===== config.mk =====
export PLATFORM = sky130hd
export DESIGN_NAME = glitch_filter_bank
export DESIGN_NICKNAME = d
export VERILOG_FILES = /design/src/rtl/nf_pkg.sv /design/src/rtl/nf_ctrl_reg.sv /design/src/rtl/nf_prescaler.sv /design/src/rtl/nf_settle.sv /design/src/rtl/nf_channel.sv /design/src/rtl/glitch_filter_bank.sv
export SDC_FILE = /design/constraint.sdc
export NUM_CORES = 1
export LEC_CHECK = 0
export BUFFER_PORTS_ARGS = -buffer_cell sky130_fd_sc_hd__buf_2
export CORE_UTILIZATION = 30
export CTS_BUF_LIST = sky130_fd_sc_hd__clkbuf_8
export DETAILED_ROUTE_END_ITERATION = 16
export GPL_TIMING_DRIVEN = 0
export PLACE_DENSITY = 0.49
export SYNTH_ARGS = -nofsm -noshare
export SYNTH_HDL_FRONTEND = slang
export SYNTH_HIERARCHICAL = 1
export SYNTH_SLANG_ARGS = --single-unit
export TNS_END_PERCENT = 20

===== constraint.sdc =====
create_clock -name clk -period 4.05 [get_ports clk]
set_input_delay 0.2025 -clock clk [delete_from_list [all_inputs] [get_ports clk]]
set_output_delay 0.2025 -clock clk [all_outputs]
set_load 0.01 [all_outputs]

===== src/rtl/nf_pkg.sv =====
package nf_pkg;

  localparam int SEL_W = 3;
  localparam int DIV_W = 7;

  typedef struct packed {
    logic             en;
    logic [SEL_W-1:0] sel;
  } nf_cfg_t;

  // Codes 0..5 are usable; 6 and 7 are rejected on write.
  function automatic logic code_is_legal(input logic [SEL_W-1:0] code);
    return code <= 3'd5;
  endfunction

  // Sampling period in system clock cycles for a legal code.
  function automatic logic [DIV_W-1:0] code_to_div(input logic [SEL_W-1:0] code);
    if (code == 3'd0) return 7'd1;
    return 7'd1 << (code + 3'd1);
  endfunction

endpackage


===== src/rtl/nf_ctrl_reg.sv =====
module nf_ctrl_reg
  import nf_pkg::*;
(
  input  logic          clk,
  input  logic          rst_n,
  input  logic          we,
  input  logic [7:0]    wdata,
  output nf_cfg_t       cfg,
  output logic [7:0]    rdata,
  output logic          restart
);

  logic [SEL_W-1:0] new_code;
  assign new_code = wdata[SEL_W-1:0];

  // A legal, different code re-initializes the sampling path.
  assign restart = we && code_is_legal(new_code) && (new_code != cfg.sel);

  always_ff @(posedge clk) begin
    if (!rst_n) begin
      cfg <= '0;
    end else if (we) begin
      cfg.en <= wdata[7];
      if (code_is_legal(new_code)) cfg.sel <= new_code;
    end
  end

  assign rdata = {cfg.en, 4'b0000, cfg.sel};

endmodule


===== src/rtl/nf_prescaler.sv =====
module nf_prescaler #(
  parameter int CNT_W = 6,
  localparam int DIV_W = CNT_W + 1
) (
  input  logic             clk,
  input  logic             rst_n,
  input  logic             restart,
  input  logic [DIV_W-1:0] div,
  output logic             tick
);

  logic [CNT_W-1:0] cnt_q;
  logic [DIV_W-1:0] last;

  assign last = div - DIV_W'(1);
  assign tick = ({1'b0, cnt_q} == last) && !restart;

  always_ff @(posedge clk) begin
    if (!rst_n || restart) cnt_q <= '0;
    else if (tick)         cnt_q <= '0;
    else                   cnt_q <= cnt_q + CNT_W'(1);
  end

endmodule


===== src/rtl/nf_settle.sv =====
module nf_settle #(
  parameter int SAMPLES = 3,
  localparam int FW = $clog2(SAMPLES + 1)
) (
  input  logic clk,
  input  logic rst_n,
  input  logic restart,
  input  logic tick,
  output logic settled
);

  logic [FW-1:0] fill_q;

  assign settled = (fill_q == FW'(SAMPLES));

  always_ff @(posedge clk) begin
    if (!rst_n || restart)    fill_q <= '0;
    else if (tick && !settled) fill_q <= fill_q + FW'(1);
  end

endmodule


===== src/rtl/nf_channel.sv =====
module nf_channel #(
  parameter int SYNC_STAGES = 2,
  parameter int SAMPLES     = 3
) (
  input  logic clk,
  input  logic rst_n,
  input  logic pin,
  input  logic en,
  input  logic tick,
  input  logic tick_d,
  input  logic settled,
  input  logic restart,
  output logic sync_o,
  output logic out
);

  logic [SYNC_STAGES-1:0] sync_q;
  logic [SAMPLES-1:0]     hist_q;
  logic                   filt_q;
  logic                   agree;

  always_ff @(posedge clk) begin
    if (!rst_n) sync_q <= '0;
    else        sync_q <= {sync_q[SYNC_STAGES-2:0], pin};
  end
  assign sync_o = sync_q[SYNC_STAGES-1];

  always_ff @(posedge clk) begin
    if (!rst_n || restart) hist_q <= '0;
    else if (tick)         hist_q <= {hist_q[SAMPLES-2:0], sync_o};
  end

  assign agree = (&hist_q) || (~|hist_q);

  // In bypass the filter state tracks the synchronizer so enabling is seamless.
  always_ff @(posedge clk) begin
    if (!rst_n)                          filt_q <= 1'b0;
    else if (!en)                        filt_q <= sync_o;
    else if (tick_d && settled && agree) filt_q <= hist_q[0];
  end

  assign out = en ? filt_q : sync_o;

endmodule


===== src/rtl/glitch_filter_bank.sv =====
module glitch_filter_bank #(
  parameter int NUM_CH      = 5,
  parameter int SYNC_STAGES = 2,
  parameter int SAMPLES     = 3
) (
  input  logic              clk,
  input  logic              rst_n,
  input  logic              reg_we,
  input  logic [7:0]        reg_wdata,
  output logic [7:0]        reg_rdata,
  input  logic [NUM_CH-1:0] pins_in,
  output logic [NUM_CH-1:0] pins_out,
  output logic              settled
);
  import nf_pkg::*;

  localparam int CNT_W = DIV_W - 1;

  nf_cfg_t           cfg;
  logic              cfg_en;
  logic              restart_req;
  logic              sample_tick;
  logic              tick_d;
  logic [DIV_W-1:0]  div;
  logic [NUM_CH-1:0] sync_lvl;

  nf_ctrl_reg u_reg (
    .clk     (clk),
    .rst_n   (rst_n),
    .we      (reg_we),
    .wdata   (reg_wdata),
    .cfg     (cfg),
    .rdata   (reg_rdata),
    .restart (restart_req)
  );

  assign cfg_en = cfg.en;
  assign div    = code_to_div(cfg.sel);

  nf_prescaler #(.CNT_W(CNT_W)) u_pre (
    .clk     (clk),
    .rst_n   (rst_n),
    .restart (restart_req),
    .div     (div),
    .tick    (sample_tick)
  );

  nf_settle #(.SAMPLES(SAMPLES)) u_settle (
    .clk     (clk),
    .rst_n   (rst_n),
    .restart (restart_req),
    .tick    (sample_tick),
    .settled (settled)
  );

  always_ff @(posedge clk) begin
    if (!rst_n) tick_d <= 1'b0;
    else        tick_d <= sample_tick;
  end

  for (genvar c = 0; c < NUM_CH; c++) begin : g_ch
    nf_channel #(.SYNC_STAGES(SYNC_STAGES), .SAMPLES(SAMPLES)) u_ch (
      .clk     (clk),
      .rst_n   (rst_n),
      .pin     (pins_in[c]),
      .en      (cfg_en),
      .tick    (sample_tick),
      .tick_d  (tick_d),
      .settled (settled),
      .restart (restart_req),
      .sync_o  (sync_lvl[c]),
      .out     (pins_out[c])
    );
  end

endmodule


==> results by group <==
Clock tree
  • Post-CTS Resized: 0
  • Root buf cell: clkbuf_8
  • # hold bufs at CTS: 0
  • Num CTS Buffers: 5
  • Clk_lat worst skew: between 200 and 300 ps
  • Sink Count: 43
  • Postcts setup bufs: 0
  • Htree depth: 2
  • CTS tree: yes
  • Max Root-Sink Buffers: 2
  • Clk slew on worst S/H paths: roughly 70 ps

GRT
  • Largest net degree at the start of global routing: 28
  • Total GRT Usage: between 10% and 20%
  • Total gr overflow: 0
  • First-pass GRT wire length: 6490 µm
  • Antenna violations before repair: 0
  • Vias in the first global route: 1452

Finish
  • N_diodes: 0
  • Area grow syn2layout: 15.1%
  • Share of cells above drive strength 1: 21.5%
  • Net count, final: 262

Die
  • Row cnt: 29
  • Die Wd: 84.4 µm
  • Die area: just over 0.007 mm²
  • Die Y: about 84 µm
  • Core area: 0.00646 mm²
  • IO Pins: 30
  • Initial Util: between 30% and 40%

Setup path
  • Critical Path Max Stage Delay: 810 ps
  • Worst setup EP type: register
  • CP Max Fanout: 13
  • WS Path Type: register to register
  • CP required: 4230 ps
  • Slowest cell on the critical path: nor4_4
  • Worst setup SP type: register
  • Critical path data arrival time: 3550 ps
  • Critical Path, Cell by Cell: or3_1 > nand2_1 > inv_1 > ha_1 > nor3b_2 > xnor2_1 > a311o_1 > nor4_4 > nor2b_4 > mux2i_1 > nor2_1

Synth
  • Synth warnings: 6
  • Largest area contributor in the synthesized netlist: dfxtp_1
  • Async set-or-reset flop fraction in the synthesized netlist: 0%
  • Synth Flop Type: dfxtp_1
  • Post-synth top area share: 42.2%
  • Count leader, synth: dfxtp_1
  • Mean area per synthesized cell: between 9 and 10 µm²
  • Synth top cells by count: 43 x dfxtp_1, 20 x nor2_1, 18 x mux2i_1
  • Leading post-synthesis cells by cell area: dfxtp_1 42%, mux2i_1 8.8%, nor2_1 3.7%
  • EDFF count, synth: 0
  • Mapped Cells: roughly 210
  • Count of state elements after synthesis: 43
  • Yosys cell types: just over 40
  • Netlist Area Pre-Place: about 0.0020 mm²
  • Sequential area share after synthesis: 42.2%

STA
  • Final worst slack: 680 ps
  • Part of the cycle the worst path needs: a little over four fifths
  • Slew headroom: 23.2%
  • Final min period: approximately 3400 ps
  • Fin. Hold Viols: 0
  • Min Hold Slack: roughly 120 ps
  • Final setup violating endpoints: 0
  • Final setup TNS: 0 ps
  • Slew Limit Fails: 0
  • Highest Clock Rate: between 200 and 300 MHz
  • Worst Max-Slew Pin Slew: ~1100 ps
  • Clock Skews: ~2.6 ps
  • RSZ-0062 raised after global routing: no

Pwr
  • Maximum vdd drop: ~0.18 mV
  • PD cells: between 300 and 400 mW/mm²
  • Leakage: 0.900 nW

Routing
  • Final wirelength: around 3600 µm
  • DRT Pass-1 Iters: 10
  • Via count: 1510
  • Antenna-violating nets left: 0
  • DRC Markers: 2
  • DR iter-0 viols: 22
  • Vias per cell: around 4.7
  • Wirelength per Cell: roughly 11 µm

Placement
  • Gp weighted congestion: 0.737
  • Port Buf Inserts: 21
  • Post-place setup slack: about 660 ps
  • Final HPWL DP: roughly 2500 µm

Run
  • Max capacitance violation total: 0

Outcome
  • Status: complete, but fails checks
  • Failing checks: design-rule violations

Hold path
  • Hold Crit Class: input pin to register
final cells by class:
| class | instances | area, µm² |
|---|---|---|
| well taps | 77 | 96.3 |
| clock buffers | 5 | 68.8 |
| clock inverters | 1 | 3.75 |
| repair buffers | 22 | 120 |
| plain buffers | 8 | 60.1 |
| fillers | 679 | 4110 |
| multi-input cells | 160 | 1120 |
| inverters | 3 | 11.3 |
| flip-flops and latches | 43 | 861 |
worst max-delay path, delay by kind of cell, from the launching register on:
family	cells	cell delay [ps]
mux	1	190
compound gates	1	310
flops	1	410
buf+inv	1	60
fa+ha+maj	1	250
xor+xnor	1	150
simple gates	6	1890
metal layers:
layer	global-route usage (%)	share of wire, %	up-vias
li1	-	-	792
met1	14.0	48	690
met2	18.6	47	23
met3	3.34	3.9	5
met4	4.16	1.1	0
met5	0	0	-
through the flow:
step | total power, mW | area (µm²) | instances | util, %
finish | 0.820 | 2350 | 319 | 36.3
global route | 0.869 | 2350 | 319 | 36.3
CTS | 0.835 | 2350 | 319 | 36.3
detailed placement | 0.589 | 2270 | 313 | 35.2
global placement | 0.586 | 2260 | 312 | 35.0
floorplan | 0.554 | 2060 | 214 | -
kinds of logic (layout without fill, tap and decap cells):
family          after synthesis  after routing  share of synthesized area, %
buf+inv                      11             39                          3.50
flops                        43             43                          42.2
fa+ha+maj                     3              3                          1.84
compound gates               34             34                          12.2
simple gates                 80             80                          22.7
mux                          23             23                          11.6
xor+xnor                     13             13                          5.59
other cells                   2              7                         0.368
cell usage in the layout (no fill, tap or decap), types with 6 or more instances in the layout:
cell type  instances
a21oi_1            7
and2_1            11
buf_2             21
buf_4              8
conb_1             7
dfxtp_1           43
mux2i_1           18
nand2_1            7
nand2b_1           9
nand3_1           10
nor2_1            20
o21ai_0            6
xnor2_1            8
final timing paths:
path / to / cells past startpoint / start / slack, ps
max: u_settle/fill_q[1]$_SDFFE_PP0P_ / 11 / u_reg/cfg[2]$_SDFFE_PN0P_ / 680
min: g_ch[4].u_ch/sync_q[0]$_SDFF_PN0_ / 2 / pins_in[4] / 120
max reg2reg: u_settle/fill_q[1]$_SDFFE_PP0P_ / 11 / u_reg/cfg[2]$_SDFFE_PN0P_ / 680
min reg2reg: g_ch[2].u_ch/sync_q[1]$_SDFF_PN0_ / 1 / g_ch[2].u_ch/sync_q[0]$_SDFF_PN0_ / 430
where the power goes:
group,switching (mW),internal [mW],total (mW),leakage [nW]
registers,0.0155,0.437,0.452,0.350
logic,0.0604,0.0645,0.125,0.508
clock network,0.130,0.112,0.242,0.0413
sequential cells by signal (all words and copies together) (netlist names):
register / count
u_reg/cfg: 4
u_pre/cnt_q: 6
g_ch.u_ch/sync_q: 10
g_ch.u_ch/hist_q: 15
u_settle/fill_q: 2
tick_d: 1
g_ch.u_ch/filt_q: 5
Note: power is estimated with default switching activity, not from simulation.
